<file path="src/rtl/tplru_pkg.sv">
package tplru_pkg;
  // Width of a way number; at least one bit so a single way still has a port.
  function automatic int way_w(input int ways);
    return (ways > 1) ? $clog2(ways) : 1;
  endfunction

  // Tree node count; a single-way cache keeps one dummy bit.
  function automatic int node_w(input int ways);
    return (ways > 1) ? ways - 1 : 1;
  endfunction
endpackage

</file>
<file path="src/rtl/tplru_state_ram.sv">
module tplru_state_ram #(
  parameter  int ENTRIES = 16,
  parameter  int WIDTH   = 3,
  localparam int AW      = $clog2(ENTRIES)
) (
  input  logic             clk,
  input  logic             rst_n,
  input  logic             we_i,
  input  logic [AW-1:0]    waddr_i,
  input  logic [WIDTH-1:0] wdata_i,
  input  logic [AW-1:0]    raddr_i,
  output logic [WIDTH-1:0] rdata_o
);
  logic [WIDTH-1:0] mem_q [ENTRIES];

  always_ff @(posedge clk or negedge rst_n) begin
    if (!rst_n) begin
      for (int i = 0; i < ENTRIES; i++) mem_q[i] <= '0;
    end else if (we_i) begin
      mem_q[waddr_i] <= wdata_i;
    end
  end

  // Asynchronous read port
  assign rdata_o = mem_q[raddr_i];
endmodule

</file>
<file path="src/rtl/tplru_tree.sv">
module tplru_tree #(
  parameter  int WAYS  = 4,
  localparam int WAY_W = tplru_pkg::way_w(WAYS),
  localparam int NODES = tplru_pkg::node_w(WAYS)
) (
  input  logic [NODES-1:0] state_i,
  input  logic             use_hit_i,
  input  logic [WAY_W-1:0] hit_way_i,
  output logic [WAY_W-1:0] victim_o,
  output logic [NODES-1:0] next_o
);
  generate
    if (WAYS == 1) begin : g_single
      logic unused_in;
      assign unused_in = ^{use_hit_i, hit_way_i};
      assign victim_o  = '0;
      assign next_o    = state_i;
    end else begin : g_tree
      localparam int LEVELS = $clog2(WAYS);
      logic [WAY_W-1:0] touch;

      // Walk from the root; each node bit picks the child to descend into.
      always_comb begin
        int node;
        victim_o = '0;
        node     = 1;
        for (int l = 0; l < LEVELS; l++) begin
          victim_o[LEVELS-1-l] = state_i[node-1];
          node = 2 * node + int'(state_i[node-1]);
        end
      end

      assign touch = use_hit_i ? hit_way_i : victim_o;

      // Point every node on the touched way's path away from it.
      always_comb begin
        int node;
        next_o = state_i;
        node   = 1;
        for (int l = 0; l < LEVELS; l++) begin
          next_o[node-1] = ~touch[LEVELS-1-l];
          node = 2 * node + int'(touch[LEVELS-1-l]);
        end
      end
    end
  endgenerate
endmodule

</file>
<file path="src/rtl/tplru_ctrl.sv">
module tplru_ctrl #(
  parameter  int SETS  = 16,
  parameter  int WAYS  = 4,
  localparam int SET_W = $clog2(SETS),
  localparam int WAY_W = tplru_pkg::way_w(WAYS),
  localparam int NODES = tplru_pkg::node_w(WAYS)
) (
  input  logic             clk,
  input  logic             rst_n,
  input  logic             acc_valid_i,
  input  logic [SET_W-1:0] acc_set_i,
  input  logic             hit_i,
  input  logic [WAY_W-1:0] hit_way_i,
  input  logic             miss_i,
  output logic [WAY_W-1:0] victim_o,
  output logic             ram_we_o,
  output logic [SET_W-1:0] ram_waddr_o,
  output logic [NODES-1:0] ram_wdata_o
);
  logic             s_valid;
  logic [SET_W-1:0] s_set;
  logic [NODES-1:0] rd_state;
  logic [NODES-1:0] nxt_state;
  logic [WAY_W-1:0] walk_way;
  logic [WAY_W-1:0] victim_q, victim_d;
  logic             hit_go, miss_go;

  // Stage register: set index held for the cycle after tag match
  always_ff @(posedge clk or negedge rst_n) begin
    if (!rst_n) begin
      s_valid <= 1'b0;
      s_set   <= '0;
    end else begin
      s_valid <= acc_valid_i;
      if (acc_valid_i) s_set <= acc_set_i;
    end
  end

  // Hit has priority over miss
  always_comb begin
    hit_go  = s_valid & hit_i;
    miss_go = s_valid & miss_i & ~hit_i;
  end

  tplru_state_ram #(
    .ENTRIES (SETS),
    .WIDTH   (NODES)
  ) u_ram (
    .clk     (clk),
    .rst_n   (rst_n),
    .we_i    (ram_we_o),
    .waddr_i (ram_waddr_o),
    .wdata_i (ram_wdata_o),
    .raddr_i (s_set),
    .rdata_o (rd_state)
  );

  tplru_tree #(
    .WAYS      (WAYS)
  ) u_tree (
    .state_i   (rd_state),
    .use_hit_i (hit_go),
    .hit_way_i (hit_way_i),
    .victim_o  (walk_way),
    .next_o    (nxt_state)
  );

  assign ram_we_o    = hit_go | miss_go;
  assign ram_waddr_o = s_set;
  assign ram_wdata_o = nxt_state;

  // Victim latch: next-state and register kept apart
  always_comb begin
    victim_d = victim_q;
    if (miss_go) victim_d = walk_way;
  end

  always_ff @(posedge clk or negedge rst_n) begin
    if (!rst_n) victim_q <= '0;
    else        victim_q <= victim_d;
  end

  assign victim_o = victim_q;
endmodule

</file>
<file path="config.mk">
export PLATFORM = sky130hd
export DESIGN_NAME = tplru_ctrl
export DESIGN_NICKNAME = d
export VERILOG_FILES = /design/src/rtl/tplru_pkg.sv /design/src/rtl/tplru_state_ram.sv /design/src/rtl/tplru_tree.sv /design/src/rtl/tplru_ctrl.sv
export SDC_FILE = /design/constraint.sdc
export NUM_CORES = 1
export LEC_CHECK = 0
export BUFFER_PORTS_ARGS = -buffer_cell sky130_fd_sc_hd__buf_2
export CAP_MARGIN = 20
export CORE_ASPECT_RATIO = 0.9
export CORE_MARGIN = 3
export CORE_UTILIZATION = 30
export CTS_BUF_LIST = sky130_fd_sc_hd__clkbuf_8
export CTS_CLUSTER_SIZE = 20
export DETAILED_ROUTE_END_ITERATION = 12
export PLACE_DENSITY_LB_ADDON = 0.2
export SLEW_MARGIN = 25
export SYNTH_ARGS = -nofsm -noshare
export SYNTH_HDL_FRONTEND = slang
export SYNTH_SLANG_ARGS = --single-unit
</file>
<file path="constraint.sdc">
create_clock -name clk -period 4.51 [get_ports clk]
set_clock_uncertainty 0.05 [all_clocks]
set_input_delay 0.902 -clock clk [delete_from_list [all_inputs] [get_ports clk]]
set_output_delay 0.902 -clock clk [all_outputs]
set_load 0.02 [all_outputs]
</file>
Word level (Yosys, flattened, before mapping)
Index checks and enable logic that the tools add are counted.
Storage, ports and cells
  bits in registers: 55
  memory bits (read-only): 0
  memories: 0
  bits in writable memories: 0
  word-level logic and storage cells: 51
  output and inout port bits: 10
  bits in latches: 0
Cells by class
  div/mod/pow operators: 0
  shift-type cells: 0
  $lt $le $gt $ge: 5
  reductions and logical operators: 2
  multiply operators: 0
  add/sub/neg operators: 4
  equality and inequality tests: 0
  bitwise logic cells: 8
  multiplexer cells: 13
Operator list (number)
  $lt A32 B4 Y1 const B: 2
  $sub A32 B2 Y32 const B: 2
  $bwmux W48: 1
  $ge A32 B1 Y1 const B: 1
  $bmux W3 S4: 1
  $demux W3 S4: 1
  $mux W3: 3
  $add A2 B1 Y3 const A: 2
  $ge A5 B5 Y1 const B: 1
  $lt A5 B1 Y1 const B: 1
  $not A4 Y5: 1
  $and A1 B1 Y1: 3
  $bwmux W3: 1
  $mux W1: 3
  $not A1 Y1: 3
  $bmux W1 S2: 1
  $demux W1 S2: 1
  $logic_and A1 B1 Y1: 2
  $mux W2: 1
  $or A1 B1 Y1: 1

Longest topological paths before layout
Gate-level depths: netlist (run 1).
  depth in word-level cells: 18
  mapped depth: 8

By module
Synthesis (run 1) repeated with hierarchy kept, for this count alone.
Second synthesis, totals
  cell total of the unflattened synthesis: 183
  area, all modules: 2635.0 um^2
Modules (own cells, without submodules)
  tplru_state_ram: seq. area each 1201.2 um^2, instances 1, area an instance 2269.7 um^2, cells an instance 156
  tplru_ctrl: seq. area each 175.2 um^2, instances 1, area an instance 285.3 um^2, cells an instance 16
  tplru_tree: seq. area each 0.0 um^2, instances 1, area an instance 80.1 um^2, cells an instance 11

Worst setup path after synthesis (run 1)
OpenSTA, ideal clock, no wires.
  kind: reg2out
  start point: register s_set[1] (netlist: ram_waddr_o[1])
  end point: output ram_wdata_o[2]
  slack: 1106 ps
  path buffers: 3
  stages on the path, launching flop included: 9
  required time: 3558 ps
  arrival time: 2452 ps
  cell sequence: dfrtp_1 -> buf_2 -> clkbuf_1 -> mux4_2 -> mux2i_1 -> xor2_1 -> a22oi_1 -> buf_2 -> nand2_1
Between the ends
  longest elaborated chain between the ends: 12
  elaborated cells between the ends (all ways): 19
  classes of those cells: add/sub: 4; order compare: 2; mux: 10; bitwise: 2; reduce/logical: 1
RTL lines
  start, declared: line tplru_ctrl.sv:21  | logic [SET_W-1:0] s_set;
  start signal, assigned: line tplru_ctrl.sv:35  | if (acc_valid_i) s_set <= acc_set_i;
  $not A4 Y5 (not written as such) *: line tplru_state_ram.sv:25  | assign rdata_o = mem_q[raddr_i];
  $bmux W3 S4 *: line tplru_state_ram.sv:25
  $mux W3 (not written as such) * (2 in a row): line tplru_state_ram.sv:25
  $mux W2 / $add A2 B1 Y3 (equally long branches): line tplru_tree.sv:33, tplru_tree.sv:29
  $add A2 B1 Y3 / $sub A32 B2 Y32 (equally long branches): line tplru_tree.sv:42, tplru_tree.sv:28
  $sub A32 B2 Y32 / $bmux W1 S2 (equally long branches)
  $ge A32 B1 Y1 (not written as such), or another cell as far along: line tplru_tree.sv:41  | next_o[node-1] = ~touch[LEVELS-1-l];
  $logic_and A1 B1 Y1 (not written as such) / $mux W1 (equally long branches)
  $mux W1 (not written as such) / $mux W2 (equally long branches): line tplru_tree.sv:41, tplru_tree.sv:33
  $demux W1 S2 / $not A1 Y1 (equally long branches)
  $bwmux W3 *: line tplru_tree.sv:41
  end, declared: line tplru_ctrl.sv:18  | output logic [NODES-1:0] ram_wdata_o
Mark *: on every way between the ends. The rest lies on a longest branch, timed or not. The select of a mux whose other input is x is not followed.

Final worst setup path (run 1)
  start point: register s_set[0] (netlist: ram_waddr_o[0])
  end point: output ram_wdata_o[0]
Between the ends
  longest elaborated chain between the ends: 12
  elaborated cells between the ends (all ways): 20
  classes of those cells: add/sub: 4; order compare: 2; mux: 10; bitwise: 3; reduce/logical: 1
RTL lines
  $not A4 Y5 (not written as such) *: line tplru_state_ram.sv:25
  $bmux W3 S4 *: line tplru_state_ram.sv:25
  $mux W3 (not written as such) * (2 in a row): line tplru_state_ram.sv:25
  $mux W2 *: line tplru_tree.sv:33  | assign touch = use_hit_i ? hit_way_i : victim_o;
  $add A2 B1 Y3 / $sub A32 B2 Y32 (equally long branches): line tplru_tree.sv:42, tplru_tree.sv:28
  $sub A32 B2 Y32 / $bmux W1 S2 (equally long branches)
  $ge A32 B1 Y1 (not written as such), or another cell as far along: line tplru_tree.sv:41
  $logic_and A1 B1 Y1 (not written as such) / $mux W1 (equally long branches)
  $mux W1 (not written as such) / $mux W2 (equally long branches): line tplru_tree.sv:41, tplru_tree.sv:33
  $demux W1 S2 / $not A1 Y1 (equally long branches)
  $bwmux W3 *: line tplru_tree.sv:41
Marks and branches as above.

==> flow_summary.yaml, run 1 <==
die:
  core_um2: 8690
  die_w_um: 106
  die_height_um: 96.1
  row_count: 32
  start_util: 0.312
  dieArea_um2: 10200
  io_pins: 21
clocking:
  cts_tree: "built"
  clk_slew_on_worst_s_h_paths_ps: 100
  cts_root_buf: "sky130_fd_sc_hd__clkbuf_8"
  cts-buffers-inserted: 5
  clk_path_buf_depth: 2
  postCtsSetupBuffers: 0
  cts-hold-fix-buffers: 0
  number_of_clock_sinks: 55
  resized_after_cts: 0
  clock_insertion_delay_worst_skew_ps: 310
  cts.htree.levels: 2
global_route:
  first_global_vias: 1735
  track_usage: 0.125
  grt_antenna_before_repair: 0
  overflow: 0
  maximum_number_of_pins_on_one_net_before_global_route_repair: 31
  wire_length_of_the_first_global_routing_pass_um: 9730
sta:
  max_slew.worst_pin.slew_ps: 927
  rel_slew_slack: 0.382
  layout_setup_ws_ps: 606
  setup-violations-final: 0
  tns_ps: 0
  hold_violations: 0
  report.final.slew_viol_count: 0
  min_period_over_period: 0.866
  grt_setup_unrepaired: "false"
  top_achievable_clock_speed_mhz: 256
  min_period_ps: 3900
setup_path:
  rrSetupSlack_ps: 1460
  r2r_end: "u_ram.mem_q[7]"
  crit_path_dat_ps: 2950
  critical_path.max_fanout: 18
  worstRegToRegCells: 6
  critical_path_class: "register to output pin"
  critical_path_endpoint: "ram_wdata_o[0]"
  critPathCaptureType: "output pin"
  required_ps: 3560
  worstSetupStartpoint: "ram_waddr_o[0]"
  cp-start-kind: "register"
  regToRegStartpoint: "ram_waddr_o[0]"
synth:
  library_cell_occupying_the_most_area_in_the_post_synthesis_netlist: "sky130_fd_sc_hd__dfrtp_1"
  synthArstFlopShare: 1.00
  ys.warnings.count: 0
  netlist-cell-type-count: 29
  netlist_top_cells_area: "sky130_fd_sc_hd__dfrtp_1 51%, sky130_fd_sc_hd__mux2_2 12%, sky130_fd_sc_hd__mux4_2 10%, sky130_fd_sc_hd__mux2_4 5.0%, sky130_fd_sc_hd__nor2_1 4.2%"
  post-synth-top-area-fraction: 0.508
  syn_area_per_cell_um2: 13.1
  postSynthCellCount: 206
  ys_seq_elements: 55
  yosysSeqAreaShare: 0.508
  mappedNetlistNets: 217
  netlist_area_um2: 2710
  dominantRegCellSynth: "sky130_fd_sc_hd__dfrtp_1"
  synth_enable_flop_cells: 0
final_layout:
  layout-drive-gt1-share: 0.370
  antenna_cells_inserted: 0
  area_delta_synth_final_pct: 11.8
  layout_commonest_cell: "sky130_fd_sc_hd__dfrtp_1"
  final_cell_mix: "55 x sky130_fd_sc_hd__dfrtp_1, 30 x sky130_fd_sc_hd__nor2_1, 28 x sky130_fd_sc_hd__mux2_2"
  final_net_count: 237
placed_design:
  port_buffers: 20
  placement.setup.worst_slack_ps: 866
  dp.final_hpwl_um: 4160
  place.gp.congestion: 0.717
job:
  cap_viol_max_count: 0
drt:
  drt.antenna.violating_nets: 0
  vias_per_cell: 4.86
  vias: 1680
  finalWirelength_um: 5930
  drt-initial-drc-count: 78
  drt_first_pass_iters: 4
  drcViolationCount: 0
  routedWlPerCell_um: 17.1
min_path:
  min-delay-path-class: "register to register"
run_status:
  run_status: "complete, no violations"
power_and_ir_drop:
  vdd_ir_drop_max_mv: 0.181
  p_leak_uw: 0.00127
  p_per_area_nw_per_um2: 640
## synth_stat cells (2+ instances only)
library cell,n
sky130_fd_sc_hd__a21oi_1,2
sky130_fd_sc_hd__a31oi_1,16
sky130_fd_sc_hd__mux2i_1,10
sky130_fd_sc_hd__nand2_1,5
sky130_fd_sc_hd__nand3_1,3
sky130_fd_sc_hd__xor2_1,2
sky130_fd_sc_hd__and2_1,2
sky130_fd_sc_hd__nor3_1,4
sky130_fd_sc_hd__clkbuf_1,5
sky130_fd_sc_hd__mux2_4,9
sky130_fd_sc_hd__nor2_1,30
sky130_fd_sc_hd__mux4_2,12
sky130_fd_sc_hd__buf_6,3
sky130_fd_sc_hd__xnor2_1,2
sky130_fd_sc_hd__buf_2,3
sky130_fd_sc_hd__nand2b_1,2
sky130_fd_sc_hd__nand3b_1,3
sky130_fd_sc_hd__mux2_2,28
sky130_fd_sc_hd__dfrtp_1,55
## kinds of logic (layout without fill, tap and decap cells)
kind of cell | count (synthesis) | count (layout) | synth area share
flops | 55 | 55 | 0.508
simple gates | 50 | 50 | 0.0822
mux | 60 | 60 | 0.311
compound gates | 24 | 24 | 0.0577
buf+inv | 13 | 34 | 0.0277
xor+xnor | 4 | 4 | 0.0129
## flip-flops by register name, indices dropped and copies added, names as in the netlist
| name | flops |
|---|---|
| ram_waddr_o | 4 |
| s_valid | 1 |
| u_ram.mem_q | 48 |
| victim_o | 2 |
## layout make-up
cell class,count,area (µm²)
repair buffers,25,138
well taps,119,149
inverters,1,3.75
fillers,853,5660
multi-input cells,138,1260
clock buffers,7,96.3
clock inverters,1,7.51
flip-flops and latches,55,1380
## stage by stage
stage	utilization	instance area, µm²	hold WS, ps	std cells	power [µW]
2_1_floorplan	-	2710	425	206	1430
3_3_place_gp	0.337	2920	425	338	1660
3_5_place_dp	0.337	2920	436	338	1660
4_1_cts	0.349	3030	457	346	1960
5_1_grt	0.349	3030	480	346	2080
6_report	0.349	3030	443	346	1940
## how the worst min path moves through the flow
| stage | from | end | cells after the start |
|---|---|---|---|
| after floorplan | u_ram.mem_q[15] | u_ram.mem_q[15] | 1 |
| after global placement | victim_o[0] | victim_o[0] | 2 |
| after detailed placement | victim_o[0] | victim_o[0] | 2 |
| after CTS | victim_o[0] | victim_o[0] | 2 |
| after global routing | victim_o[1] | victim_o[1] | 1 |
| final | victim_o[0] | victim_o[0] | 2 |
## where the power goes
part	internal, µW	switching (µW)
Combinational	402	374
Sequential	719	142
Clock	140	161
## critical path, stage by stage, from the launching register on
cell and delay, ps:
sky130_fd_sc_hd__dfrtp_1 960, sky130_fd_sc_hd__mux4_2 600, sky130_fd_sc_hd__mux2i_1 350, sky130_fd_sc_hd__mux2i_1 240
sky130_fd_sc_hd__mux2i_1 280, sky130_fd_sc_hd__buf_2 210
## layer usage
metal / GRT usage / up-vias / wire length, µm
li1: - / 804 / -
met1: 0.182 / 850 / 3040
met2: 0.188 / 22 / 2650
met3: 0.0295 / 4 / 189
met4: 0.0270 / 0 / 49
met5: 0 / - / 0
Power figures use the tool's default switching activity.
==> inputs of run 2 (changes only) <==
--- a/config.mk
+++ b/config.mk
@@ -13,6 +13,7 @@
 export CTS_BUF_LIST = sky130_fd_sc_hd__clkbuf_8
 export CTS_CLUSTER_SIZE = 20
 export DETAILED_ROUTE_END_ITERATION = 12
+export MAX_ROUTING_LAYER = met4
 export PLACE_DENSITY_LB_ADDON = 0.2
 export SLEW_MARGIN = 25
 export SYNTH_ARGS = -nofsm -noshare
==> run 2 against run 1 <==
  * Total power shrank 0.12%
  * Flip-flop and latch count unchanged
  * Combinational power is essentially flat
  * Sequential power about the same
  * Maximum frequency up 0.56%
  * Clock-buffer cell count unchanged
  * Clock power about the same
  * Hold slack about the same
  * Sequential share of layout area stayed put
  * Global-route usage rose by 0.37 points
  * Final cell count stayed put
  * Highest routed layer unchanged
==> flow_summary.yaml, run 2 (synthesis gave the netlist of run 1 again) <==
min_path:
  min-delay-path-class: "register to register"
sta:
  min_period_ps: 3880
  grt_setup_unrepaired: "false"
  hold_slack_ps: 442
  report.final.slew_viol_count: 0
  hold_violations: 0
  max_slew.worst_pin.slew_ps: 915
  tns_ps: 0
  setup-violations-final: 0
  top_achievable_clock_speed_mhz: 258
  rel_slew_slack: 0.390
  min_period_over_period: 0.861
setup_path:
  critical_path_class: "register to output pin"
  critical_path.max_fanout: 18
  cpMostUsedCell: "sky130_fd_sc_hd__mux2i_1"
  timing.critical_path.max_delay_family: "multiplexers"
  cp-start-kind: "register"
  crit_path_dat_ps: 2930
  required_ps: 3560
  cell_with_the_biggest_individual_delay_on_the_critical_path: "sky130_fd_sc_hd__dfrtp_1"
  worstPathBufferInverterCount: 1
  crit_path_cell_trace: "mux4_2 -> mux2i_1 -> mux2i_1 -> mux2i_1 -> buf_2"
  critical-path-max-stage-delay_ps: 950
  critPathCaptureType: "output pin"
final_layout:
  final_cell_mix: "55 x sky130_fd_sc_hd__dfrtp_1, 30 x sky130_fd_sc_hd__nor2_1, 28 x sky130_fd_sc_hd__mux2_2"
  register_with_the_most_flip_flops: "u_ram.mem_q"
  layout_commonest_cell: "sky130_fd_sc_hd__dfrtp_1"
  area_delta_synth_final_pct: 11.8
  largest_reg_flops: 48
  layout-drive-gt1-share: 0.370
  final_net_count: 237
  antenna_cells_inserted: 0
die:
  core_um2: 8690
  die_w_um: 106
  die_height_um: 96.1
  row_count: 32
  start_util: 0.312
  dieArea_um2: 10200
  io_pins: 21
clocking:
  cts_root_buf: "sky130_fd_sc_hd__clkbuf_8"
  cts-hold-fix-buffers: 0
  clock_insertion_delay_worst_skew_ps: 310
  number_of_clock_sinks: 55
  cts.htree.levels: 2
  postCtsSetupBuffers: 0
  cts_tree: "built"
  cts-buffers-inserted: 5
  clk_path_buf_depth: 2
  clk_slew_on_worst_s_h_paths_ps: 100
  resized_after_cts: 0
drt:
  vias: 1686
  drt-initial-drc-count: 69
  routedWlPerCell_um: 17.1
  drcViolationCount: 0
  vias_per_cell: 4.87
  finalWirelength_um: 5900
  drt_first_pass_iters: 4
  drt.antenna.violating_nets: 0
power_and_ir_drop:
  p_leak_uw: 0.00127
  vdd_ir_drop_max_mv: 0.179
  p_per_area_nw_per_um2: 639
global_route:
  overflow: 0
  grt_antenna_before_repair: 0
  track_usage: 0.128
  maximum_number_of_pins_on_one_net_before_global_route_repair: 31
  first_global_vias: 1733
  wire_length_of_the_first_global_routing_pass_um: 9730
placed_design:
  port_buffers: 20
  place.gp.congestion: 0.725
  dp.final_hpwl_um: 4160
run_status:
  run_status: "complete, no violations"
job:
  cap_viol_max_count: 0
## run 2: cell counts in the layout (fill, tap and decap cells not counted)
No cell type changed its count.
## run 2: stage by stage
step | std cells | util | cell area (µm²) | power (µW) | setup WS, ps
final | 346 | 0.349 | 3030 | 1940 | 628
after global routing | 346 | 0.349 | 3030 | 2080 | 351
after CTS | 346 | 0.349 | 3030 | 1960 | 507
after detailed placement | 338 | 0.337 | 2920 | 1660 | 866
after global placement | 338 | 0.337 | 2920 | 1660 | 968
after floorplan | 206 | - | 2710 | 1430 | 1110
## run 2: path summary, 6_finish.rpt
| path | depth (start not counted) | slack, ps | end | startpoint |
|---|---|---|---|---|
| setup / recovery | 5 | 630 | ram_wdata_o[0] | ram_waddr_o[0] |
| hold / removal | 2 | 440 | victim_o[0] | victim_o[0] |
| setup reg to reg | 6 | 1470 | u_ram.mem_q[7] | ram_waddr_o[0] |
| hold reg to reg | 2 | 440 | victim_o[0] | victim_o[0] |
| max in group asynchronous | 2 | 3040 | u_ram.mem_q[5] | rst_n |
| min in group asynchronous | 1 | 560 | s_valid | rst_n |
## run 2: layer usage
metal  track usage  share of wire  vias to the layer above
li1              -              -                      805
met1         0.183           0.51                      856
met2         0.187           0.45                       21
met3        0.0295          0.031                        4
met4        0.0270         0.0075                        0
met5             -              0                        -
## run 2: power by group
part	total (µW)	internal, µW	switching, µW	leakage (µW)
Clock	299	140	159	0.0000505
Combinational	776	402	373	0.000556
Sequential	860	719	142	0.000663
## run 2: final cells by class
type / instances / area (µm²)
Clock inverter: 1 / 7.51
Multi-Input combinational cell: 138 / 1260
Clock buffer: 7 / 96.3
Timing Repair Buffer: 25 / 138
Sequential cell: 55 / 1380
Inverter: 1 / 3.75
Fill cell: 853 / 5660
Tap cell: 119 / 149
## run 2: tightest hold or removal path: stages (launching register included)
cell and delay, ps:
sky130_fd_sc_hd__dfrtp_1 350, sky130_fd_sc_hd__nand2_1 50, sky130_fd_sc_hd__o21ai_0 60
==> inputs of run 3 (changes only) <==
--- a/config.mk
+++ b/config.mk
@@ -11,8 +11,10 @@
 export CORE_MARGIN = 3
 export CORE_UTILIZATION = 30
 export CTS_BUF_LIST = sky130_fd_sc_hd__clkbuf_8
+export CTS_CLUSTER_DIAMETER = 150
 export CTS_CLUSTER_SIZE = 20
 export DETAILED_ROUTE_END_ITERATION = 12
+export GPL_TIMING_DRIVEN = 0
 export MAX_ROUTING_LAYER = met4
 export PLACE_DENSITY_LB_ADDON = 0.2
 export SLEW_MARGIN = 25
==> constraint.sdc (replaced) <==
create_clock -name clk -period 4.69 [get_ports clk]
set_clock_uncertainty 0.05 [all_clocks]
set_input_delay 0.938 -clock clk [delete_from_list [all_inputs] [get_ports clk]]
set_output_delay 0.938 -clock clk [all_outputs]
set_load 0.02 [all_outputs]
==> run 3 against run 2 <==
  * Clock power fell by 10%
  * Sequential power is 7.6% lower
  * Flip-flop and latch count is the same
  * Combinational power grew 2%
  * Design area up 0.87%
  * Critical path depth rose by 4
  * Non-clock buffer count is 7 higher
  * Die area stayed put
  * Global-route usage up 0.74 points
  * First-iteration DRC count is 59% higher
  * Register-to-register slack improved by 190 ps
  * Via count up 3.3%
  * Critical path type unchanged
==> flow_summary.yaml, run 3 (synthesis gave the netlist of run 1 again) <==
global_route:
  wire_length_of_the_first_global_routing_pass_um: 10000
  grt_antenna_before_repair: 0
  overflow: 0
  maximum_number_of_pins_on_one_net_before_global_route_repair: 56
  track_usage: 0.136
  first_global_vias: 1791
power_and_ir_drop:
  p_total_uw: 1850
  vdd_ir_drop_max_mv: 0.169
  p_leak_uw: 0.00127
  p_per_area_nw_per_um2: 607
drt:
  vias_per_cell: 4.93
  drt_first_pass_iters: 4
  drcViolationCount: 0
  finalWirelength_um: 6180
  drt.antenna.violating_nets: 0
  drt-initial-drc-count: 110
  routedWlPerCell_um: 17.5
  vias: 1742
job:
  cap_viol_max_count: 0
sta:
  grt_setup_unrepaired: "false"
  max_slew.worst_pin.slew_ps: 709
  setup-violations-final: 0
  rel_slew_slack: 0.514
  hold_violations: 0
  min_period_ps: 4250
  min_period_over_period: 0.907
  report.final.slew_viol_count: 0
  tns_ps: 0
  hold_slack_ps: 434
  top_achievable_clock_speed_mhz: 235
setup_path:
  required_ps: 3700
  worstSetupStartpoint: "ram_waddr_o[1]"
  cell_with_the_biggest_individual_delay_on_the_critical_path: "sky130_fd_sc_hd__a22oi_2"
  crit_path_cell_trace: "buf_2 -> clkbuf_1 -> mux4_2 -> mux2i_1 -> xor2_1 -> a22oi_2 -> buf_2 -> nand2_1 -> buf_2"
  critical_path.max_fanout: 10
  rrSetupSlack_ps: 1660
  cp-start-kind: "register"
  critPathCaptureType: "output pin"
  crit_path_dat_ps: 3270
  critical_path_endpoint: "ram_wdata_o[2]"
  critical_path_class: "register to output pin"
  regToRegStartpoint: "ram_waddr_o[1]"
  critical-path-max-stage-delay_ps: 470
  cpMostUsedCell: "sky130_fd_sc_hd__buf_2"
  worstRegToRegCells: 8
  r2r_end: "u_ram.mem_q[14]"
min_path:
  min-delay-path-class: "register to register"
clocking:
  cts_root_buf: "sky130_fd_sc_hd__clkbuf_8"
  clk_slew_on_worst_s_h_paths_ps: 100
  cts.htree.levels: 2
  clk_path_buf_depth: 2
  clock_insertion_delay_worst_skew_ps: 320
  number_of_clock_sinks: 55
  cts_tree: "built"
  cts-buffers-inserted: 5
placed_design:
  port_buffers: 20
  dp.final_hpwl_um: 4360
  place.gp.congestion: 0.820
final_layout:
  antenna_cells_inserted: 0
  layout-drive-gt1-share: 0.368
  area_delta_synth_final_pct: 12.7
  final_net_count: 244
  final_cell_mix: "55 x sky130_fd_sc_hd__dfrtp_1, 30 x sky130_fd_sc_hd__nor2_1, 28 x sky130_fd_sc_hd__mux2_2"
  layout_commonest_cell: "sky130_fd_sc_hd__dfrtp_1"
  largest_reg_flops: 48
  register_with_the_most_flip_flops: "u_ram.mem_q"
die:
  row_count: 32
  start_util: 0.312
  io_pins: 21
  dieArea_um2: 10200
  die_height_um: 96.1
  die_w_um: 106
  core_um2: 8690
run_status:
  run_status: "complete, no violations"
run 3: layout make-up:
type                       instances  area, µm²
buffer                            12       71.3
clock buffer                       5       68.8
clock inverter                     3       20.0
fill                             871       5630
inverter                           1       3.75
multi-input combinational        138       1260
sequential                        55       1380
tap                              119        149
timing repair buffer              20        103
run 3: stage by stage:
step	cells	area, µm²	util	setup WS (ps)
detailed placement	345	2960	0.341	562
global placement	345	2960	0.340	474
global route	353	3050	0.352	201
CTS	353	3050	0.351	187
floorplan	206	2710	-	1250
finish	353	3050	0.352	437
run 3: critical path: cells and delay by family, from the launching register on:
kind	cells	cell delay [ps]
AOI/OAI and AO/OA	1	470
xor gates and xnor gates	1	130
buffers and inverters	4	1230
DFF	1	360
muxes	2	670
and+or+nand+nor	1	70
run 3: metal layers:
metal,vias up,share of wire,global-route usage
li1,811,-,-
met1,887,0.49,0.179
met2,38,0.45,0.205
met3,6,0.049,0.0402
met4,0,0.011,0.0356
met5,-,0,-
run 3: repair_timing:
action / CTS / global route
gates resized for setup: 0 / 1
buffers inserted: 0 / 0
endpoints found under the setup margin: 0 / 1
hold buffers: 0 / 0
run 3: worst min path at each step:
stage	from	to	slack, ps	cells after the start
after CTS	victim_o[0]	victim_o[0]	440	2
after floorplan	u_ram.mem_q[15]	u_ram.mem_q[15]	430	1
final	victim_o[0]	victim_o[0]	430	2
after detailed placement	victim_o[0]	victim_o[0]	420	2
after global routing	u_ram.mem_q[39]	u_ram.mem_q[39]	480	1
after global placement	victim_o[0]	victim_o[0]	410	2
run 3: report_power, final:
part	leakage (µW)	switching, µW	internal [µW]
Sequential	0.000663	104	691
Clock	0.0000402	164	104
Combinational	0.000571	399	391
